File: src/rtl/csep_pkg.sv
package csep_pkg;

    // Width of the interval counter and of the threshold register.
    localparam int unsigned CNT_W = 8;

    typedef logic [CNT_W-1:0] cnt_t;

    // Threshold after reset: 32 ticks of the 5 MHz timebase.
    localparam cnt_t THR_DEFAULT = cnt_t'(8'h20);

    // Largest value the interval counter may hold.
    localparam cnt_t CNT_MAX = '1;

    // State of the interval measuring separator.
    typedef struct packed {
        logic prev;   // level seen in the previous cycle
        cnt_t cnt;    // ticks elapsed since the last edge
        logic vs;     // separated vertical sync
    } sep_state_t;

    // State held at the top level.
    typedef struct packed {
        cnt_t thr;    // programmed threshold
        logic src;    // 1 = separator selected
        logic pres;   // any source active
        logic out;    // selected vertical sync
    } top_state_t;

endpackage

File: src/rtl/csep_sync.sv
module csep_sync #(
    parameter int unsigned        STAGES  = 2,
    parameter int unsigned        WIDTH   = 1,
    parameter logic [WIDTH-1:0]   RST_VAL = '0
) (
    input  logic             clk,
    input  logic             rst_n,
    input  logic [WIDTH-1:0] d_in,
    output logic [WIDTH-1:0] q_out
);

    logic [WIDTH-1:0] stg_d [STAGES];
    logic [WIDTH-1:0] stg_q [STAGES];

    // Each stage takes the value of the one before it.
    always_comb begin
        stg_d[0] = d_in;
        for (int i = 1; i < STAGES; i++) begin
            stg_d[i] = stg_q[i-1];
        end
    end

    for (genvar g = 0; g < STAGES; g++) begin : g_stage
        always_ff @(posedge clk or negedge rst_n) begin
            if (!rst_n) begin
                stg_q[g] <= RST_VAL;
            end else begin
                stg_q[g] <= stg_d[g];
            end
        end
    end

    assign q_out = stg_q[STAGES-1];

endmodule

File: src/rtl/csep_width.sv
module csep_width
    import csep_pkg::*;
(
    input  logic clk,
    input  logic rst_n,
    input  logic tick,
    input  logic lvl_in,   // synchronized composite sync
    input  cnt_t thr,
    output logic vs_out
);

    sep_state_t st_d, st_q;
    logic       chg_s;     // edge of the composite sync in this cycle
    logic       hit_s;     // current stretch has reached the threshold

    always_comb begin
        st_d      = st_q;
        chg_s     = (lvl_in != st_q.prev);
        st_d.prev = lvl_in;

        // The count belongs to the stretch that is still running, so an
        // edge cycle never compares.
        hit_s = !chg_s && (st_q.cnt >= thr);

        if (chg_s) begin
            st_d.cnt = '0;
        end else if (tick && (st_q.cnt != CNT_MAX)) begin
            st_d.cnt = st_q.cnt + cnt_t'(1);
        end

        // A long low stretch asserts, a long high stretch deasserts.
        if (hit_s) begin
            st_d.vs = ~lvl_in;
        end
    end

    always_ff @(posedge clk or negedge rst_n) begin
        if (!rst_n) begin
            st_q.prev <= 1'b1;
            st_q.cnt  <= '0;
            st_q.vs   <= 1'b0;
        end else begin
            st_q <= st_d;
        end
    end

    assign vs_out = st_q.vs;

    AST_NO_OVERFLOW: assert property (@(posedge clk) disable iff (!rst_n)
        (st_q.cnt == CNT_MAX && lvl_in == st_q.prev) |=> (st_q.cnt == CNT_MAX));

    AST_RESTART_ON_EDGE: assert property (@(posedge clk) disable iff (!rst_n)
        (lvl_in != st_q.prev) |=> (st_q.cnt == '0));

    AST_RISE_AFTER_LOW: assert property (@(posedge clk) disable iff (!rst_n)
        $rose(st_q.vs) |-> ($past(lvl_in) == 1'b0 && $past(st_q.cnt) >= $past(thr)));

    AST_FALL_AFTER_HIGH: assert property (@(posedge clk) disable iff (!rst_n)
        $fell(st_q.vs) |-> ($past(lvl_in) == 1'b1 && $past(st_q.cnt) >= $past(thr)));

endmodule

File: src/rtl/csep_activity.sv
module csep_activity #(
    parameter int unsigned TIMEOUT = 500000,   // ticks without an edge
    parameter logic        RST_LVL = 1'b0
) (
    input  logic clk,
    input  logic rst_n,
    input  logic tick,
    input  logic sig_in,
    output logic present
);

    localparam int unsigned   TW      = $clog2(TIMEOUT + 1);
    localparam logic [TW-1:0] TO_LAST = TW'(TIMEOUT - 1);

    typedef struct packed {
        logic          prev;
        logic          present;
        logic [TW-1:0] cnt;
    } act_state_t;

    act_state_t st_d, st_q;
    logic       chg_s;

    always_comb begin
        st_d      = st_q;
        chg_s     = (sig_in != st_q.prev);
        st_d.prev = sig_in;

        if (chg_s) begin
            st_d.present = 1'b1;
            st_d.cnt     = '0;
        end else if (tick && st_q.present) begin
            if (st_q.cnt == TO_LAST) begin
                st_d.present = 1'b0;
                st_d.cnt     = '0;
            end else begin
                st_d.cnt = st_q.cnt + TW'(1);
            end
        end
    end

    always_ff @(posedge clk or negedge rst_n) begin
        if (!rst_n) begin
            st_q.prev    <= RST_LVL;
            st_q.present <= 1'b0;
            st_q.cnt     <= '0;
        end else begin
            st_q <= st_d;
        end
    end

    assign present = st_q.present;

    AST_SET_ON_EDGE: assert property (@(posedge clk) disable iff (!rst_n)
        (sig_in != st_q.prev) |=> st_q.present);

    AST_DROP_AFTER_QUIET: assert property (@(posedge clk) disable iff (!rst_n)
        $fell(st_q.present) |-> ($past(st_q.cnt) == TO_LAST && $past(sig_in) == $past(st_q.prev)));

endmodule

File: src/rtl/csep_top.sv
module csep_top
    import csep_pkg::*;
#(
    parameter int unsigned TIMEOUT_TICKS = 500000,  // about 100 ms of 5 MHz ticks
    parameter int unsigned SYNC_STAGES   = 2
) (
    input  logic             clk,
    input  logic             rst_n,
    input  logic             tick_5m,
    input  logic             csync_in,
    input  logic             vsync_pin_in,
    input  logic             thr_we,
    input  logic [CNT_W-1:0] thr_wdata,
    output logic             vsync_out,
    output logic             sep_vsync,
    output logic             vs_present,
    output logic             vs_src
);

    top_state_t st_d, st_q;

    logic [1:0] sync_s;
    logic       csync_s;
    logic       pin_s;
    logic       sep_vs;
    logic       sep_act;
    logic       pin_act;

    // Bit 0 composite sync (idles high), bit 1 dedicated pin (idles low).
    csep_sync #(
        .STAGES  (SYNC_STAGES),
        .WIDTH   (2),
        .RST_VAL (2'b01)
    ) u_sync (
        .clk   (clk),
        .rst_n (rst_n),
        .d_in  ({vsync_pin_in, csync_in}),
        .q_out (sync_s)
    );

    assign csync_s = sync_s[0];
    assign pin_s   = sync_s[1];

    csep_width u_sep (
        .clk    (clk),
        .rst_n  (rst_n),
        .tick   (tick_5m),
        .lvl_in (csync_s),
        .thr    (st_q.thr),
        .vs_out (sep_vs)
    );

    csep_activity #(
        .TIMEOUT (TIMEOUT_TICKS),
        .RST_LVL (1'b0)
    ) u_act_sep (
        .clk     (clk),
        .rst_n   (rst_n),
        .tick    (tick_5m),
        .sig_in  (sep_vs),
        .present (sep_act)
    );

    csep_activity #(
        .TIMEOUT (TIMEOUT_TICKS),
        .RST_LVL (1'b0)
    ) u_act_pin (
        .clk     (clk),
        .rst_n   (rst_n),
        .tick    (tick_5m),
        .sig_in  (pin_s),
        .present (pin_act)
    );

    always_comb begin
        st_d = st_q;
        if (thr_we) begin
            st_d.thr = thr_wdata;
        end
        // The pin wins whenever it toggles; the separator is the fallback.
        st_d.src  = sep_act && !pin_act;
        st_d.pres = sep_act || pin_act;
        st_d.out  = st_d.src ? sep_vs : pin_s;
    end

    always_ff @(posedge clk or negedge rst_n) begin
        if (!rst_n) begin
            st_q.thr  <= THR_DEFAULT;
            st_q.src  <= 1'b0;
            st_q.pres <= 1'b0;
            st_q.out  <= 1'b0;
        end else begin
            st_q <= st_d;
        end
    end

    assign vsync_out  = st_q.out;
    assign sep_vsync  = sep_vs;
    assign vs_present = st_q.pres;
    assign vs_src     = st_q.src;

    AST_THR_HOLD: assert property (@(posedge clk) disable iff (!rst_n)
        !thr_we |=> $stable(st_q.thr));

    AST_THR_LOAD: assert property (@(posedge clk) disable iff (!rst_n)
        thr_we |=> (st_q.thr == $past(thr_wdata)));

    AST_SRC_NEEDS_PRESENT: assert property (@(posedge clk) disable iff (!rst_n)
        vs_src |-> vs_present);

    AST_PIN_OVERRIDES: assert property (@(posedge clk) disable iff (!rst_n)
        pin_act |=> !vs_src);

endmodule

File: config.mk
export PLATFORM = sky130hd
export DESIGN_NAME = csep_top
export DESIGN_NICKNAME = d
export VERILOG_FILES = /design/src/rtl/csep_pkg.sv /design/src/rtl/csep_sync.sv /design/src/rtl/csep_width.sv /design/src/rtl/csep_activity.sv /design/src/rtl/csep_top.sv
export SDC_FILE = /design/constraint.sdc
export NUM_CORES = 1
export LEC_CHECK = 0
export ABC_AREA = 1
export BUFFER_PORTS_ARGS = -buffer_cell sky130_fd_sc_hd__buf_2
export CAP_MARGIN = 30
export CORE_MARGIN = 1
export CORE_UTILIZATION = 60
export DETAILED_ROUTE_END_ITERATION = 7
export PLACE_DENSITY = 0.81
export SETUP_SLACK_MARGIN = 0.02
export SLEW_MARGIN = 20
export SYNTH_ARGS = -nofsm -noshare
export SYNTH_HDL_FRONTEND = slang
export SYNTH_SLANG_ARGS = --single-unit
File: constraint.sdc
create_clock -name clk -period 1.7 [get_ports clk]
set_input_delay 0.34 -clock clk [delete_from_list [all_inputs] [get_ports clk]]
set_output_delay 0.34 -clock clk [all_outputs]
set_load 0.02 [all_outputs]
==> metrics.txt <==
EDFF count, synth 0; final setup violation count 0; Iter 0 DRT Violations 156; Leak 2.06 nW; sequential share of power 0.406; clk_lat worst skew 0.33 ns; core area slightly below 6000 sq um; die footprint 6400 sq um; Max Cap Viol 0; final hold viol count 0; # port buffers 17; die extent in x ~80 um; post-synthesis instance total about 480; met3 usage 0.0377; CP Data Arrival Time 1.77 ns; Max clock buf depth 2; initial antenna violation count 0; Detailed Route WL 7510 um; Worst setup EP type register; Antenna Violating Nets Remaining 0; critical path type reg -> reg; post-route DRC violation count 0; hold slack around 0.1 ns; #FFs+latches synth 67; GP Congestion 0.848; outcome finished, final reports clean; highest clock rate around 0.64 GHz; Final Non-Filler Cells 589; Crit path required time approximately 1.9 ns; Worst-Margin Slew between 0.3 and 0.4 ns; vias in the first global route slightly below 3000; met1 Usage GRT 0.319; clock transition at the registers of the reported paths 0.07 ns; first-pass GRT wire length between 10000 and 15000 um; Design Power 4.60 mW; Root Buffer clkbuf_8; syn nets 502; Pwr Density 1100 nW/um^2; post-layout min period 1.55 ns; min-delay worst type in -> reg; number of I/O pins 18; commonest cells after routing, fill and taps aside nand2_1 (119), nor2_1 (80), dfrtp_1 (63); setup repair bufs after CTS 0; RSZ-0062 raised after global routing yes; asr flop ratio synth 1.00; gr ovfl total 0; Logic pwr share 0.203; Synth Flop Type dfrtp_1; Net Switching approximately 1.3 mW; Synth Cell Area 3650 sq um; Total GRT Usage 0.256; Avg Cell Area, Syn 7.65 sq um; Yosys Warn Count 0; TritonCTS buffer count 9; Layout Nets 534; Vias/cell 5.33; post-DP HPWL 5320 um; Rel. slew slack 0.764; startpoint types register; Max FO, Critical Path 5; crit share post-route 0.913; internal power 3.28 mW; htree depth 3; Starting Density 0.620; row cnt 28; sequential area share after synthesis 0.461; sw frac 0.287; peak supply drop 0.594 mV; Die Span Y 80.0 um; busiest grt layer met2; CTS sink cnt 67; Final Slew Violations 0; final setup TNS 0 ns; ANT cells 0; Clk pwr share 0.390; DP Cell Count 572; most common cell after layout, fill and taps aside nand2_1; CTS tree yes; share of layout cells above drive strength 1 0.130; per-cell routed wire length about 13 um; met2 usage 0.442; largest net degree at the start of global routing 55; first-pass detailed-route iteration total 4; final setup skew between 0.008 and 0.009 ns; P&R area growth vs syn 14.5%; count of different cell masters after synthesis 29; vias 3142
## critical path, stage by stage, from the launching register on
cell     delay [ns]
dfrtp_1        0.38
ha_2           0.20
nand3_2        0.10
nor2_2         0.14
nand3_1        0.14
nand2_1        0.10
nand2_1        0.10
buf_4          0.19
nand2_1        0.05
nand2_1        0.04
## cell type report
cell class / count / area [sq um]
Clock buffer: 12 / 155
Clock inverter: 4 / 120
Fill cell: 456 / 1710
Inverter: 62 / 233
Multi-Input combinational cell: 342 / 1710
Sequential cell: 67 / 1680
Tap cell: 75 / 93.8
Timing Repair Buffer: 27 / 188
## logic make-up after synthesis
| logic type | after synthesis | synth area share |
|---|---|---|
| AO/OA/AOI/OAI | 32 | 0.0463 |
| AND/OR/NAND/NOR | 280 | 0.328 |
| adder cells (fa/ha/maj) | 11 | 0.0377 |
| buffers and inverters | 68 | 0.0754 |
| multiplexers | 1 | 0.00309 |
| flip-flops | 67 | 0.461 |
| XOR/XNOR | 18 | 0.0483 |
## power groups by stage
stage          Sequential [mW]  Clock, mW  Combinational, mW
2_1_floorplan             1.90          0              0.640
3_3_place_gp              1.89          0              0.896
3_5_place_dp              1.89          0              0.918
4_1_cts                   1.87       1.82              0.928
5_1_grt                   1.88       1.89               1.04
6_report                  1.87       1.80              0.936
## worst paths after layout
check	endpoint	slack, ns	from	depth (start not counted)
min in group asynchronous	u_act_sep.st_q[3]	0.45	rst_n	2
hold / removal	u_sync.stg_d[0]	0.1	csync_in	1
max in group asynchronous	u_sync.q_out[0]	0.61	rst_n	3
hold reg to reg	u_sync.q_out[0]	0.36	u_sync.stg_d[0]	0
setup / recovery	u_act_pin.present	0.15	u_act_pin.st_q[1]	9
setup reg to reg	u_act_pin.present	0.15	u_act_pin.st_q[1]	9
## through the flow
step	instance area [sq um]	worst slack, ns	utilization
floorplan	3650	0.285	-
global placement	3880	0.185	0.659
detailed placement	3880	0.121	0.659
CTS	4160	0.0899	0.707
global route	4180	0.0160	0.710
finish	4180	0.147	0.710
## sequential cells by signal, summed over array words and instances, names as in the netlist
name and cells:
u_sep.st_q 9, st_q 8, vs_present 1, u_act_sep.st_q 20, u_sync.q_out 2, u_sync.stg_d 2, u_act_pin.st_q 20, u_act_sep.present 1
vs_src 1, u_sep.vs_out 1, u_act_pin.present 1, vsync_out 1
## synthesized netlist by cell type (2+ instances only)
library cell | count | area share
o21ai_1 | 3 | 0.0041
xor2_1 | 16 | 0.038
dfstp_2 | 4 | 0.029
inv_2 | 6 | 0.0062
o21ai_0 | 16 | 0.022
nor3_1 | 7 | 0.0096
inv_1 | 56 | 0.058
ha_1 | 11 | 0.038
nor2_2 | 5 | 0.0086
nand2_1 | 120 | 0.12
clkbuf_1 | 2 | 0.0021
a21oi_1 | 10 | 0.014
buf_4 | 2 | 0.0041
nand4_1 | 24 | 0.041
nand3_1 | 38 | 0.052
nor2_1 | 82 | 0.084
dfrtp_1 | 63 | 0.43
## routing by layer
layer,part of all wire,vias to the layer above
li1,-,1587
met4,0.012,0
met1,0.46,1483
met5,0,-
met3,0.033,10
met2,0.50,62
## what timing repair did
action,in CTS,in global routing
hold buffers,1,0
hold endpoints to repair,13,0
endpoints found under the setup margin,0,18
gates resized for setup,0,5
Power figures use the tool's default switching activity.
